`src/rtl/alu8_pkg.sv`:
```
package alu8_pkg;

    typedef enum logic [2:0] {
        OP_ADD  = 3'b000,
        OP_ADDC = 3'b001,
        OP_SUB  = 3'b010,
        OP_SUBC = 3'b011,
        OP_AND  = 3'b100,
        OP_OR   = 3'b101,
        OP_XOR  = 3'b110,
        OP_CMP  = 3'b111
    } alu_op_e;

    typedef struct packed {
        logic co;
        logic ov;
        logic neg;
        logic zero;
    } alu_flags_t;

    typedef enum logic [1:0] {
        CSEL_ZERO = 2'd0,
        CSEL_ONE  = 2'd1,
        CSEL_PIN  = 2'd2
    } carry_sel_e;

    function automatic logic op_is_arith(alu_op_e op);
        return (op == OP_ADD) || (op == OP_ADDC) || (op == OP_SUB) || (op == OP_SUBC);
    endfunction

    function automatic logic op_is_bitwise(alu_op_e op);
        return (op == OP_AND) || (op == OP_OR) || (op == OP_XOR);
    endfunction

    function automatic logic op_is_sub(alu_op_e op);
        return (op == OP_SUB) || (op == OP_SUBC);
    endfunction

    function automatic carry_sel_e op_carry_sel(alu_op_e op);
        case (op)
            OP_SUB:           return CSEL_ONE;
            OP_ADDC, OP_SUBC: return CSEL_PIN;
            default:          return CSEL_ZERO;
        endcase
    endfunction

    function automatic alu_flags_t op_update_mask(alu_op_e op);
        alu_flags_t m;
        if (op_is_arith(op))        m = '{co: 1'b1, ov: 1'b1, neg: 1'b1, zero: 1'b1};
        else if (op == OP_CMP)      m = '{co: 1'b1, ov: 1'b0, neg: 1'b0, zero: 1'b1};
        else                        m = '{co: 1'b0, ov: 1'b0, neg: 1'b1, zero: 1'b1};
        return m;
    endfunction

endpackage

```
`src/rtl/alu8_operand_cond.sv`:
```
module alu8_operand_cond
    import alu8_pkg::*;
#(
    parameter int WIDTH = 8
) (
    input  logic [WIDTH-1:0] b_i,
    input  logic             ci_i,
    input  alu_op_e          op_i,
    output logic [WIDTH-1:0] b_eff_o,
    output logic             cin_o
);
    logic       invert;
    carry_sel_e csel;

    always_comb begin
        invert  = op_is_sub(op_i);
        csel    = op_carry_sel(op_i);
        b_eff_o = invert ? ~b_i : b_i;
        case (csel)
            CSEL_ONE: cin_o = 1'b1;
            CSEL_PIN: cin_o = ci_i;
            default:  cin_o = 1'b0;
        endcase
    end
endmodule

```
`src/rtl/alu8_ripple_adder.sv`:
```
module alu8_ripple_adder #(
    parameter int WIDTH = 8
) (
    input  logic [WIDTH-1:0] a_i,
    input  logic [WIDTH-1:0] b_i,
    input  logic             cin_i,
    output logic [WIDTH-1:0] sum_o,
    output logic             cout_o,
    output logic             ov_o
);
    logic [WIDTH:0] carry;

    assign carry[0] = cin_i;

    for (genvar i = 0; i < WIDTH; i++) begin : g_bit
        assign sum_o[i]   = a_i[i] ^ b_i[i] ^ carry[i];
        assign carry[i+1] = (a_i[i] & b_i[i]) | (carry[i] & (a_i[i] ^ b_i[i]));
    end

    assign cout_o = carry[WIDTH];
    assign ov_o   = carry[WIDTH] ^ carry[WIDTH-1];
endmodule

```
`src/rtl/alu8_logic_unit.sv`:
```
module alu8_logic_unit
    import alu8_pkg::*;
#(
    parameter int WIDTH = 8
) (
    input  logic [WIDTH-1:0] a_i,
    input  logic [WIDTH-1:0] b_i,
    input  alu_op_e          op_i,
    output logic [WIDTH-1:0] res_o
);
    always_comb begin
        case (op_i)
            OP_AND:  res_o = a_i & b_i;
            OP_OR:   res_o = a_i | b_i;
            OP_XOR:  res_o = a_i ^ b_i;
            default: res_o = a_i;
        endcase
    end
endmodule

```
`src/rtl/alu8_compare.sv`:
```
module alu8_compare #(
    parameter int WIDTH = 8
) (
    input  logic [WIDTH-1:0] a_i,
    input  logic [WIDTH-1:0] b_i,
    output logic             eq_o,
    output logic             gt_o
);
    assign eq_o = (a_i == b_i);
    assign gt_o = (a_i > b_i);
endmodule

```
`src/rtl/alu8_core.sv`:
```
module alu8_core
    import alu8_pkg::*;
#(
    parameter int WIDTH = 8
) (
    input  logic [WIDTH-1:0] a_i,
    input  logic [WIDTH-1:0] b_i,
    input  logic             ci_i,
    input  logic [2:0]       op_i,
    output logic [WIDTH-1:0] f_o,
    output logic             co_o,
    output logic             ov_o,
    output logic             neg_o,
    output logic             zero_o,
    output logic [3:0]       flag_upd_o
);
    localparam int MSB = WIDTH - 1;

    alu_op_e          op;
    logic [WIDTH-1:0] b_eff;
    logic             cin;
    logic [WIDTH-1:0] sum;
    logic             add_co;
    logic             add_ov;
    logic [WIDTH-1:0] logic_res;
    logic             a_eq_b;
    logic             a_gt_b;
    logic             res_zero;
    alu_flags_t       flags;
    alu_flags_t       upd;

    assign op = alu_op_e'(op_i);

    alu8_operand_cond #(.WIDTH(WIDTH)) u_cond (
        .b_i     (b_i),
        .ci_i    (ci_i),
        .op_i    (op),
        .b_eff_o (b_eff),
        .cin_o   (cin)
    );

    alu8_ripple_adder #(.WIDTH(WIDTH)) u_adder (
        .a_i    (a_i),
        .b_i    (b_eff),
        .cin_i  (cin),
        .sum_o  (sum),
        .cout_o (add_co),
        .ov_o   (add_ov)
    );

    alu8_logic_unit #(.WIDTH(WIDTH)) u_logic (
        .a_i   (a_i),
        .b_i   (b_i),
        .op_i  (op),
        .res_o (logic_res)
    );

    alu8_compare #(.WIDTH(WIDTH)) u_cmp (
        .a_i  (a_i),
        .b_i  (b_i),
        .eq_o (a_eq_b),
        .gt_o (a_gt_b)
    );

    always_comb begin
        f_o        = op_is_arith(op) ? sum : logic_res;
        res_zero   = ~|f_o;
        flags.neg  = f_o[MSB];
        flags.zero = (op == OP_CMP) ? a_eq_b : res_zero;
        flags.co   = (op == OP_CMP) ? a_gt_b : (op_is_arith(op) & add_co);
        flags.ov   = op_is_arith(op) & add_ov;
        upd        = op_update_mask(op);
    end

    assign co_o       = flags.co;
    assign ov_o       = flags.ov;
    assign neg_o      = flags.neg;
    assign zero_o     = flags.zero;
    assign flag_upd_o = upd;

    always_comb begin
        if (op == OP_ADD)
            AST_ADD_SUM: assert ({co_o, f_o} == ({1'b0, a_i} + {1'b0, b_i}));
        if (op == OP_SUB)
            AST_SUB_NO_BORROW: assert (co_o == (a_i >= b_i));
        if (op == OP_CMP)
            AST_CMP_PASS_A: assert (f_o == a_i && !ov_o);
        if (op_is_bitwise(op))
            AST_BITWISE_NO_ARITH_FLAGS: assert (!co_o && !ov_o);
        if (op_is_bitwise(op))
            AST_BITWISE_MASK: assert (flag_upd_o == 4'b0011);
    end
endmodule

```
`config.mk`:
```
export PLATFORM = sky130hd
export DESIGN_NAME = alu8_core
export DESIGN_NICKNAME = d
export VERILOG_FILES = /design/src/rtl/alu8_pkg.sv /design/src/rtl/alu8_operand_cond.sv /design/src/rtl/alu8_ripple_adder.sv /design/src/rtl/alu8_logic_unit.sv /design/src/rtl/alu8_compare.sv /design/src/rtl/alu8_core.sv
export SDC_FILE = /design/constraint.sdc
export NUM_CORES = 1
export LEC_CHECK = 0
export BUFFER_PORTS_ARGS = -buffer_cell sky130_fd_sc_hd__buf_2
export CAP_MARGIN = 15
export CELL_PAD_IN_SITES_DETAIL_PLACEMENT = 0
export CELL_PAD_IN_SITES_GLOBAL_PLACEMENT = 1
export CORE_ASPECT_RATIO = 1.5
export CORE_MARGIN = 4
export CORE_UTILIZATION = 25
export DETAILED_ROUTE_END_ITERATION = 6
export GPL_TIMING_DRIVEN = 0
export PLACE_DENSITY_LB_ADDON = 0.1
export SYNTH_ARGS = -nofsm -noshare
export SYNTH_HDL_FRONTEND = slang
export SYNTH_HIERARCHICAL = 1
export SYNTH_SLANG_ARGS = --single-unit
```
`constraint.sdc`:
```
create_clock -name vclk -period 17.2
set_input_delay 5.16 -clock vclk [all_inputs]
set_output_delay 5.16 -clock vclk [all_outputs]
set_load 0.05 [all_outputs]
```
Word level (Yosys, flattened, before mapping):

Cells that the tools add are included.

* add/sub/neg operators: 0
* multipliers: 0
* divide/modulo/power cells: 0
* $lt $le $gt $ge: 1
* eq/ne operators: 10
* shift operators: 0
* muxes and demuxes: 9
* bitwise operators: 47
* reductions and logical operators: 8

Operators with widths (count)
* $pmux W8 S3: 1
* $and A1 B1 Y1: 18
* $xor A1 B1 Y1: 17
* $mux W8: 2
* $eq A3 B3 Y1 const B: 4
* $and A8 B8 Y8: 1
* $eq A8 B8 Y1: 1
* $gt A8 B8 Y1: 1
* $mux W4: 2
* $not A8 Y8: 1
* $or A1 B1 Y1: 8
* $or A8 B8 Y8: 1
* $reduce_or A8 Y1: 1
* $xor A8 B8 Y8: 1
* $eq A3 B2 Y1 const B: 2
* $logic_or A1 B1 Y1: 4
* $pmux W2 S2: 1
* $eq A3 B1 Y1 const B: 1
* $logic_not A3 Y1: 1
* $eq A2 B1 Y1 const B: 1
* $eq A2 B2 Y1 const B: 1
* $mux W1: 2
* $pmux W1 S2: 1
* $reduce_or A2 Y1: 1
* $logic_not A1 Y1: 1

* register bits: 0
* latch bits: 0
* RAM bits: 0
* bits in read-only memories: 0
* bits of input ports: 20
* memories: 0

Depth between registers and ports, before layout:

Gate-level depths: netlist (run 1).

* depth after elaboration: 24
* depth in mapped cells: 18

Modules after synthesis:

The synthesis (run 1) kept the hierarchy.

By module, submodules not included
* alu8_logic_unit: times used 1, cells each 82, area an instance 563.0 µm², sequential area each 0.0 µm²
* alu8_core: times used 1, cells each 28, area an instance 246.5 µm², sequential area each 0.0 µm²
* alu8_compare: times used 1, cells each 28, area an instance 220.2 µm², sequential area each 0.0 µm²
* alu8_ripple_adder: times used 1, cells each 19, area an instance 206.4 µm², sequential area each 0.0 µm²
* alu8_operand_cond: times used 1, cells each 12, area an instance 108.9 µm², sequential area each 0.0 µm²

Worst setup path after synthesis (run 1):

Ideal clock, no wire load.

* path kind: input to output
* from: input port op_i[2]
* to: output port f_o[7]
* arrival time: 9.100 ns
* required time: 12.040 ns
* setup slack: 2.940 ns
* cell stages on the path: 17
* path buffers: 2
* path through: nand2b_4 -> buf_6 -> xnor2_1 -> fa_1 -> inv_1 -> fa_1 -> inv_1 -> fa_1 -> fa_1 -> fa_1 -> fa_1 -> fa_1 -> inv_1 -> fa_1 -> inv_1 -> mux2_4 -> buf_4

* elaborated cells between the ends (all ways): 49
* classes of those cells: eq/ne: 8; mux: 5; bitwise: 30; reduce/logical: 6

RTL lines
* start: declaration: RTL line alu8_core.sv:9 `input logic [2:0] op_i,`
* $eq A3 B2 Y1: RTL line alu8_pkg.sv:36 `return (op == OP_SUB) || (op == OP_SUBC);`
* $logic_or A1 B1 Y1 (*): RTL line alu8_pkg.sv:36
* $mux W8 (*): RTL line alu8_operand_cond.sv:18 `b_eff_o = invert ? ~b_i : b_i;`
* via b_eff[0]: RTL line alu8_core.sv:20 `logic [WIDTH-1:0] b_eff;`
* $xor A1 B1 Y1: RTL line alu8_ripple_adder.sv:17 `assign carry[i+1] = (a_i[i] & b_i[i]) | (carry[i] & (a_i[i] ^ b_i[i]));`
* $and A1 B1 Y1: RTL line alu8_ripple_adder.sv:17
* $or A1 B1 Y1 (*): RTL line alu8_ripple_adder.sv:17
* $and A1 B1 Y1 (*): RTL line alu8_ripple_adder.sv:17
* [... 6 more ...]
* $or A1 B1 Y1 (*): RTL line alu8_ripple_adder.sv:17
* $and A1 B1 Y1 (*): RTL line alu8_ripple_adder.sv:17
* $or A1 B1 Y1 (*): RTL line alu8_ripple_adder.sv:17
* $and A1 B1 Y1 (*): RTL line alu8_ripple_adder.sv:17
* $or A1 B1 Y1 (*): RTL line alu8_ripple_adder.sv:17
* $xor A1 B1 Y1 (*): RTL line alu8_ripple_adder.sv:16 `assign sum_o[i] = a_i[i] ^ b_i[i] ^ carry[i];`
* via sum[7]: RTL line alu8_core.sv:22 `logic [WIDTH-1:0] sum;`
* $mux W8 (*): RTL line alu8_core.sv:66 `f_o = op_is_arith(op) ? sum : logic_res;`
* end: declaration: RTL line alu8_core.sv:10 `output logic [WIDTH-1:0] f_o,`

The timed path passes the listed nets; every way through them passes the cells marked *.

Worst setup path after layout (run 1):

Ends and elaborated chain as after synthesis.

==> reports/results.tsv, run 1 <==
metric	value	unit
synth_nets	221	
drtIter0Drc	37	
antenna_cells	0	
synth.top_cells.by_area	ha_1, fa_1, inv_1, mux2_4, xnor2_1	
core	0.00516	sq mm
path_cells	buf_2 > nand2b_4 > buf_6 > xnor2_1 > fa_1 > inv_1 > fa_1 > inv_1 > fa_1 > fa_1 > fa_1 > fa_1 > fa_1 > inv_1 > fa_1 > inv_1 > mux2_4 > buf_4 > buf_2	
antenna_found_initial	0	
cts_setup_buffers	0	
seq_area_frac_synth	0	
overflow	0	
hold_depth	4	
yosysUniqueCellTypes	39	
critPathLaunch	op_i[2]	
place_inst	272	
grt_max_degree	14	
seq_cell_count	0	
area_growth	19.3	%
yosys-top-cells-count	inv_1, ha_1, nor2_1	
pin_count	36	
io_buffer_count	35	
drc	0	
crit_top_cell	fa_1	
die_w	67.9	um
rsz0062_at_grt	no	
vias_per_cell	4.40	
ant_nets	0	
syn_area	0.00135	sq mm
period_minus_slack	14700	ps
fin_util	0.311	
setup_viol	0	
period_share	0.855	
final-hold-violation-count	0	
synth_area_per_cell	7.96	sq um
die_h	97.8	um
yosysTopAreaCell	ha_1	
yosysWarnings	6	
worstSetupStartpointType	primary input	
layout_setup_ws	2500	ps
cpPeakStageDelay	430	ps
power	74.3	uW
synth_cells	169	
power.density	46.3	mW/mm^2
instances_no_fill	272	
drv_slew	0	
hold_buffers	0	
ir_drop	0.0108	mV
dpl.hpwl	3190	um
grt_pass1_wl	6090	um
wirelength	3720	um
routedWlPerCell	13.7	um
slowest_stage	fa_1	
synth_top_area_share	0.223	
path_delay_family	adder cells	
place_ws	2450	ps
nClkBuffers	0	
grt_pass1_vias	1205	
relSlewSlack	0.627	
cp_max_fo	11	
drtPass1Iterations	4	
rows	32	
place_congestion	0.751	
ff_latch_area	0	sq um
grt_use_total	0.117	
status	completed	
cp-endpoint	f_o[7]	
cts-resized-gates	0	
critPathKind	in2out	
drive_above_1_share	0.289	
fmax	0.0680	GHz
final_nets	258	
end_kind	output pin	
worstHoldPathType	in2out	
num_vias	1197	
crit_buf_inv	8	
dieArea	0.00664	sq mm
worst-path-stages	19	
drv_cap	0	
p_leak	0.000846	uW
cp.required	12040	ps
setup_tns	0	ps
yosysMostFrequentCell	inv_1	
start_util	0.260	
cp.arrival	9540	ps
worstMarginPinSlew	558	ps
==> worst min-delay path, delay by kind of cell <==
kind,cells,cell delay [ps]
buffers and inverters,2,360
AND/OR/NAND/NOR,2,180
==> report_power, final <==
part | switching, uW | internal (uW)
clock network | 0 | 0
registers | 0 | 0
logic | 47.6 | 26.8
==> logic make-up after synthesis <==
group	Yosys count	synth area share
AND/OR/NAND/NOR	43	0.192
AO/OA/AOI/OAI	29	0.156
other	1	0.00279
XOR/XNOR	9	0.0586
adder cells (fa/ha/maj)	32	0.342
multiplexers	10	0.101
buffers and inverters	45	0.147
==> routing by layer <==
metal  vias up  wire (um)  global-route usage
met5         -          0                   0
met4         0          0                   0
met3         0        108             0.00115
met2        15       2080               0.231
met1       557       1530               0.144
li1        625          -                   -
==> placed cells by master (no fill, tap or decap), types with 2 or more instances in the layout <==
cell       n
inv_1     38
buf_2     37
ha_1      24
nor2_1    12
xnor2_1    9
fa_1       8
mux2_4     7
nor3b_1    7
nand2_1    6
a21oi_1    6
o21ai_1    5
nor2b_1    4
a211oi_1   4
nor4_1     3
buf_4      3
o21ai_0    3
buf_6      2
nand3_1    2
mux2i_1    2
nand2b_1   2
o221a_1    2
==> how the worst min path moves through the flow <==
stage | from | to
after floorplan | op_i[1] | flag_upd_o[3]
after global placement | op_i[0] | flag_upd_o[3]
after detailed placement | op_i[0] | flag_upd_o[3]
after CTS | op_i[0] | flag_upd_o[3]
after global routing | op_i[0] | flag_upd_o[3]
final | op_i[0] | flag_upd_o[3]
==> through the flow <==
stage | hold WS [ps] | area (sq um)
final | 10870 | 1610
after global routing | 10900 | 1610
after CTS | 10870 | 1610
after detailed placement | 10870 | 1610
after global placement | 10860 | 1610
after floorplan | 10530 | 1350
==> cell type report <==
type	instances	area (sq um)
tap	68	85.1
fill	559	3560
buffer	7	55.1
multi-input combinational	124	1150
timing repair buffer	35	175
inverter	38	143
Power figures use the tool's default switching activity.
==> run 2, diff against run 1 <==
--- a/config.mk
+++ b/config.mk
@@ -14,5 +14,4 @@
 export CORE_UTILIZATION = 25
 export DETAILED_ROUTE_END_ITERATION = 6
-export GPL_TIMING_DRIVEN = 0
 export PLACE_DENSITY_LB_ADDON = 0.1
 export SYNTH_ARGS = -nofsm -noshare
==> constraint.sdc (replaced) <==
create_clock -name vclk -period 17.2
set_input_delay 3.44 -clock vclk [all_inputs]
set_output_delay 3.44 -clock vclk [all_outputs]
set_load 0.05 [all_outputs]
==> reports/results.tsv, run 2 (synthesis gave the netlist of run 1 again) <==
metric	value	unit	change
status	completed		
dpl.hpwl	3180	um	-0.41%
pwr-share-clk	0		unchanged
power	72.5	uW	-2.5%
cts-resized-gates	0		unchanged
overflow	0		unchanged
rsz0062_at_grt	no		
cp_max_fo	29		+18
relSlewSlack	0.604		-0.0226
end_kind	output pin		
final-hold-violation-count	0		unchanged
die_w	67.9	um	unchanged
nClkBuffers	0		unchanged
io_buffer_count	35		unchanged
antenna_cells	0		unchanged
worstSetupStartpointType	primary input		
grt_use_total	0.115		-0.00214
drtPass1Iterations	4		unchanged
drtIter0Drc	28		-24%
cts_setup_buffers	0		unchanged
ir_drop	0.00952	mV	-12%
drv_cap	0		unchanged
drv_slew	0		unchanged
antenna_found_initial	0		unchanged
period_share	0.666		-0.189
power_frac_comb	1.000		about the same
period_minus_slack	11450	ps	-3250 ps
final_nets	251		-2.7%
routedWlPerCell	13.9	um	+1.4%
mostFrequentLayoutCells	inv_1, buf_2, ha_1		
place_congestion	0.765		+1.9%
vias_per_cell	4.53		+3.0%
ff_latch_area	0	sq um	unchanged
grt_pass1_wl	6010	um	-1.2%
setup_tns	0	ps	unchanged
core	0.00516	sq mm	unchanged
rows	32		unchanged
pin_count	36		unchanged
internal_power	25.2	uW	-5.8%
fmax	0.0874	GHz	+28%
start_util	0.260		unchanged
area_growth	15.3	%	
dieArea	0.00664	sq mm	unchanged
switching_power	47.2	uW	-0.69%
final_common_cell	inv_1		
grt_pass1_vias	1223		+1.5%
die_h	97.8	um	unchanged
p_leak	0.000813	uW	-4.0%
grt_max_degree	30		+16
setup_viol	0		unchanged
power.density	46.7	mW/mm^2	+0.94%
worstHoldPathType	in2out		
power_frac_seq	0		unchanged
fin_util	0.300		-0.0107
p_sw_frac	0.652		+0.0120
critPathKind	in2out		
cp.required	13760	ps	+1720 ps
seq_cell_count	0		unchanged
drc	0		unchanged
drive_above_1_share	0.264		-0.0253
hold_buffers	0		unchanged
worstMarginPinSlew	593	ps	+35.1 ps
cp.arrival	8010	ps	-1530 ps
ant_nets	0		unchanged
num_vias	1201		+0.33%
wirelength	3680	um	-1.2%
-- run 2: cell types whose count changed in the layout (fill, tap and decap cells not counted), sizes merged --
cell,change
buf,-7
-- run 2: path summary, 6_finish.rpt --
path,from,endpoint,slack [ps],depth (start not counted)
setup / recovery,op_i[2],zero_o,5750,19
hold / removal,op_i[1],flag_upd_o[3],7490,4
-- run 2: area by class of cell --
type	instances	area (sq um)
fill	587	3610
inverter	38	143
timing repair buffer	35	175
tap	68	85.1
multi-input combinational	124	1150
-- run 2: metal layers --
layer,up-vias,track usage,wire [um]
met5,-,0,0
met4,0,0.00459,17
met3,2,0.00230,114
met2,19,0.231,2130
met1,569,0.134,1410
li1,611,-,-
-- run 2: critical path, cell delays in order --
cell and delay [ps]:
buf_2 470, nand2b_4 330, xnor2_1 110, fa_1 390
inv_1 80, fa_1 150, inv_1 50, fa_1 370
fa_1 380, fa_1 390, fa_1 400, fa_1 410
inv_1 90, fa_1 400, inv_1 80, nor3_1 40
nand3_1 120, o221ai_2 80, buf_2 220
-- run 2: power groups by stage --
| stage | combinational (uW) | sequential (uW) | clock (uW) |
|---|---|---|---|
| 5_1_grt | 79.5 | 0 | 0 |
| 4_1_cts | 74.0 | 0 | 0 |
| 3_3_place_gp | 73.2 | 0 | 0 |
| 3_5_place_dp | 73.7 | 0 | 0 |
| 2_1_floorplan | 56.5 | 0 | 0 |
| 6_report | 72.5 | 0 | 0 |
-- run 2: through the flow --
| stage | hold slack, ps | area [sq um] | instances | worst slack [ps] |
|---|---|---|---|---|
| finish | 7490 | 1550 | 265 | 5750 |
| global route | 7520 | 1550 | 265 | 5490 |
| CTS | 7490 | 1550 | 265 | 5720 |
| detailed placement | 7490 | 1550 | 265 | 5720 |
| global placement | 7500 | 1550 | 265 | 5790 |
| floorplan | 7090 | 1350 | 169 | 6380 |
==> run 3, diff against run 2 <==
ABC_AREA = 1   (was default)
clock period = 10.2 ns   (was 17.2 ns; I/O delays follow)
==> reports/results.tsv, run 3 <==
metric	value	unit	change
drtPass1Iterations	4		unchanged
place_congestion	0.765		about the same
cp.required	8160	ps	-5600 ps
synth_area_per_cell	6.02	sq um	-24%
drc	0		unchanged
drv_cap	0		unchanged
io_buffer_count	35		unchanged
power_frac_seq	0		unchanged
synth_top_area_share	0.205		-0.0181
wirelength	4270	um	+16%
drtIter0Drc	30		+7.1%
status	completed		
die_w	70.5	um	+3.8%
mostFrequentLayoutCells	nand2_1, inv_1, buf_2		
critPathLaunch	op_i[1]		
cp_max_fo	23		-21%
yosysTopAreaCell	ha_1		
fin_area	0.00165	sq mm	+6.5%
setup_tns	0	ps	unchanged
period_share	0.837		
vias_per_cell	4.33		-4.4%
grt_max_degree	32		+6.7%
overflow	0		unchanged
dpl.hpwl	3430	um	+7.9%
p_leak	0.00107	uW	+31%
drv_slew	0		unchanged
cp-endpoint	zero_o		
end_kind	output pin		
die_h	102	um	+4.0%
ir_drop	0.0168	mV	+76%
synth_cells	243		+44%
critPathKind	in2out		
routedWlPerCell	12.5	um	-9.8%
seq_area_frac_synth	0		unchanged
setup_viol	0		unchanged
final-hold-violation-count	0		unchanged
final_nets	325		+29%
area_growth	12.8	%	
ff_latch_area	0	sq um	unchanged
power.density	64.9	mW/mm^2	+39%
worstHoldPathType	in2out		
worstMarginPinSlew	545	ps	-48.5 ps
antenna_cells	0		unchanged
cts-resized-gates	0		unchanged
hold_buffers	0		unchanged
grt_use_total	0.121		+0.00603
yosys-top-cells-count	inv_1, nand2_1, ha_1		
nClkBuffers	0		unchanged
ant_nets	0		unchanged
grt_pass1_wl	7000	um	+16%
rsz0062_at_grt	no		
p_sw_frac	0.717		+0.0649
seq_cell_count	0		unchanged
yosysWarnings	6		unchanged
num_vias	1478		+23%
antenna_found_initial	0		unchanged
syn_area	0.00146	sq mm	+8.8%
core	0.00557	sq mm	+7.9%
yosysUniqueCellTypes	21		-46%
internal_power	30.4	uW	+20%
pin_count	36		unchanged
grt_pass1_vias	1430		+17%
period_minus_slack	8540	ps	
relSlewSlack	0.636		+0.0319
pwr-share-clk	0		unchanged
synth.top_cells.by_area	ha_1, inv_1, nand2_1, fa_1, nand4_1		
power_frac_comb	1.000		about the same
cts_setup_buffers	0		unchanged
switching_power	76.8	uW	+63%
start_util	0.263		+0.00221
drive_above_1_share	0.210		-0.0536
instances_no_fill	341		+29%
synth_nets	295		+33%
cp.arrival	6500	ps	-1510 ps
place_inst	341		+29%
placed_area	0.00165	sq mm	+6.5%
rows	33		+3.1%
fmax	0.117	GHz	
worstSetupStartpointType	primary input		
dieArea	0.00717	sq mm	+7.9%
-- run 3: cell types whose count changed after synthesis, moves of 5 or more --
cell	change
nor3b_1	-7
nand3_1	+19
mux2_4	-7
nand2_1	+61
nor2_1	-6
xnor2_1	-9
nand2_2	+6
inv_1	+29
o21ai_1	-5
nand4_1	+16
-- run 3: layer usage --
metal | up-vias | GRT usage | routed length (um) | part of all wire
met5 | - | 0 | 0 | 0
met4 | 0 | 0.00885 | 42 | 0.0098
met3 | 2 | 0.00199 | 125 | 0.029
met2 | 31 | 0.244 | 2290 | 0.54
met1 | 661 | 0.146 | 1810 | 0.42
li1 | 784 | - | - | -
-- run 3: metrics by stage --
step           setup slack, ps  hold WS (ps)  total power (uW)  utilization
6_report                  1660          4640               107        0.296
5_1_grt                   1400          4660               120        0.296
4_1_cts                   1630          4640               110        0.296
3_5_place_dp              1630          4640               109        0.296
3_3_place_gp              1670          4630               110        0.296
2_1_floorplan             1880          4200              81.8            -
-- run 3: area by class of cell --
type / instances / area (sq um)
Fill cell: 681 / 3920
Multi-Input combinational cell: 164 / 1110
Inverter: 71 / 267
Timing Repair Buffer: 36 / 183
Tap cell: 70 / 87.6
-- run 3: worst min path at each step --
| stage | cells after the start | start | slack, ps | to |
|---|---|---|---|---|
| final | 4 | op_i[0] | 4640 | zero_o |
| after global routing | 4 | op_i[0] | 4660 | zero_o |
| after CTS | 4 | op_i[0] | 4640 | zero_o |
| after detailed placement | 4 | op_i[0] | 4640 | zero_o |
| after global placement | 4 | op_i[0] | 4630 | zero_o |
| after floorplan | 1 | op_i[2] | 4200 | flag_upd_o[2] |
-- run 3: critical path, cell delays in order --
cell and delay, ps:
buf_2 420, nand2_4 150, nand2_1 90, nand2_1 60, fa_1 380, inv_1 80, fa_1 150, inv_1 50
fa_1 370, fa_1 380, fa_1 380, fa_1 400, fa_1 410, inv_2 80, fa_1 400, inv_1 60
nand2_1 40, nand2_1 140, nor2_1 60, nand3_1 70, nand2_1 50, buf_2 210
-- run 3: power groups by stage --
stage | Combinational (uW) | Sequential (uW) | Clock (uW)
floorplan | 81.8 | 0 | 0
global placement | 110 | 0 | 0
detailed placement | 109 | 0 | 0
CTS | 110 | 0 | 0
global route | 120 | 0 | 0
finish | 107 | 0 | 0
-- run 3: cell families (layout without fill, tap and decap cells) --
kind of cell / count (synthesis) / count (layout) / synth area share
AND/OR/NAND/NOR: 126 / 126 / 0.422
buffers and inverters: 79 / 107 / 0.238
adder cells (fa/ha/maj): 32 / 32 / 0.315
AO/OA/AOI/OAI: 5 / 5 / 0.0222
other: 1 / 1 / 0.00256
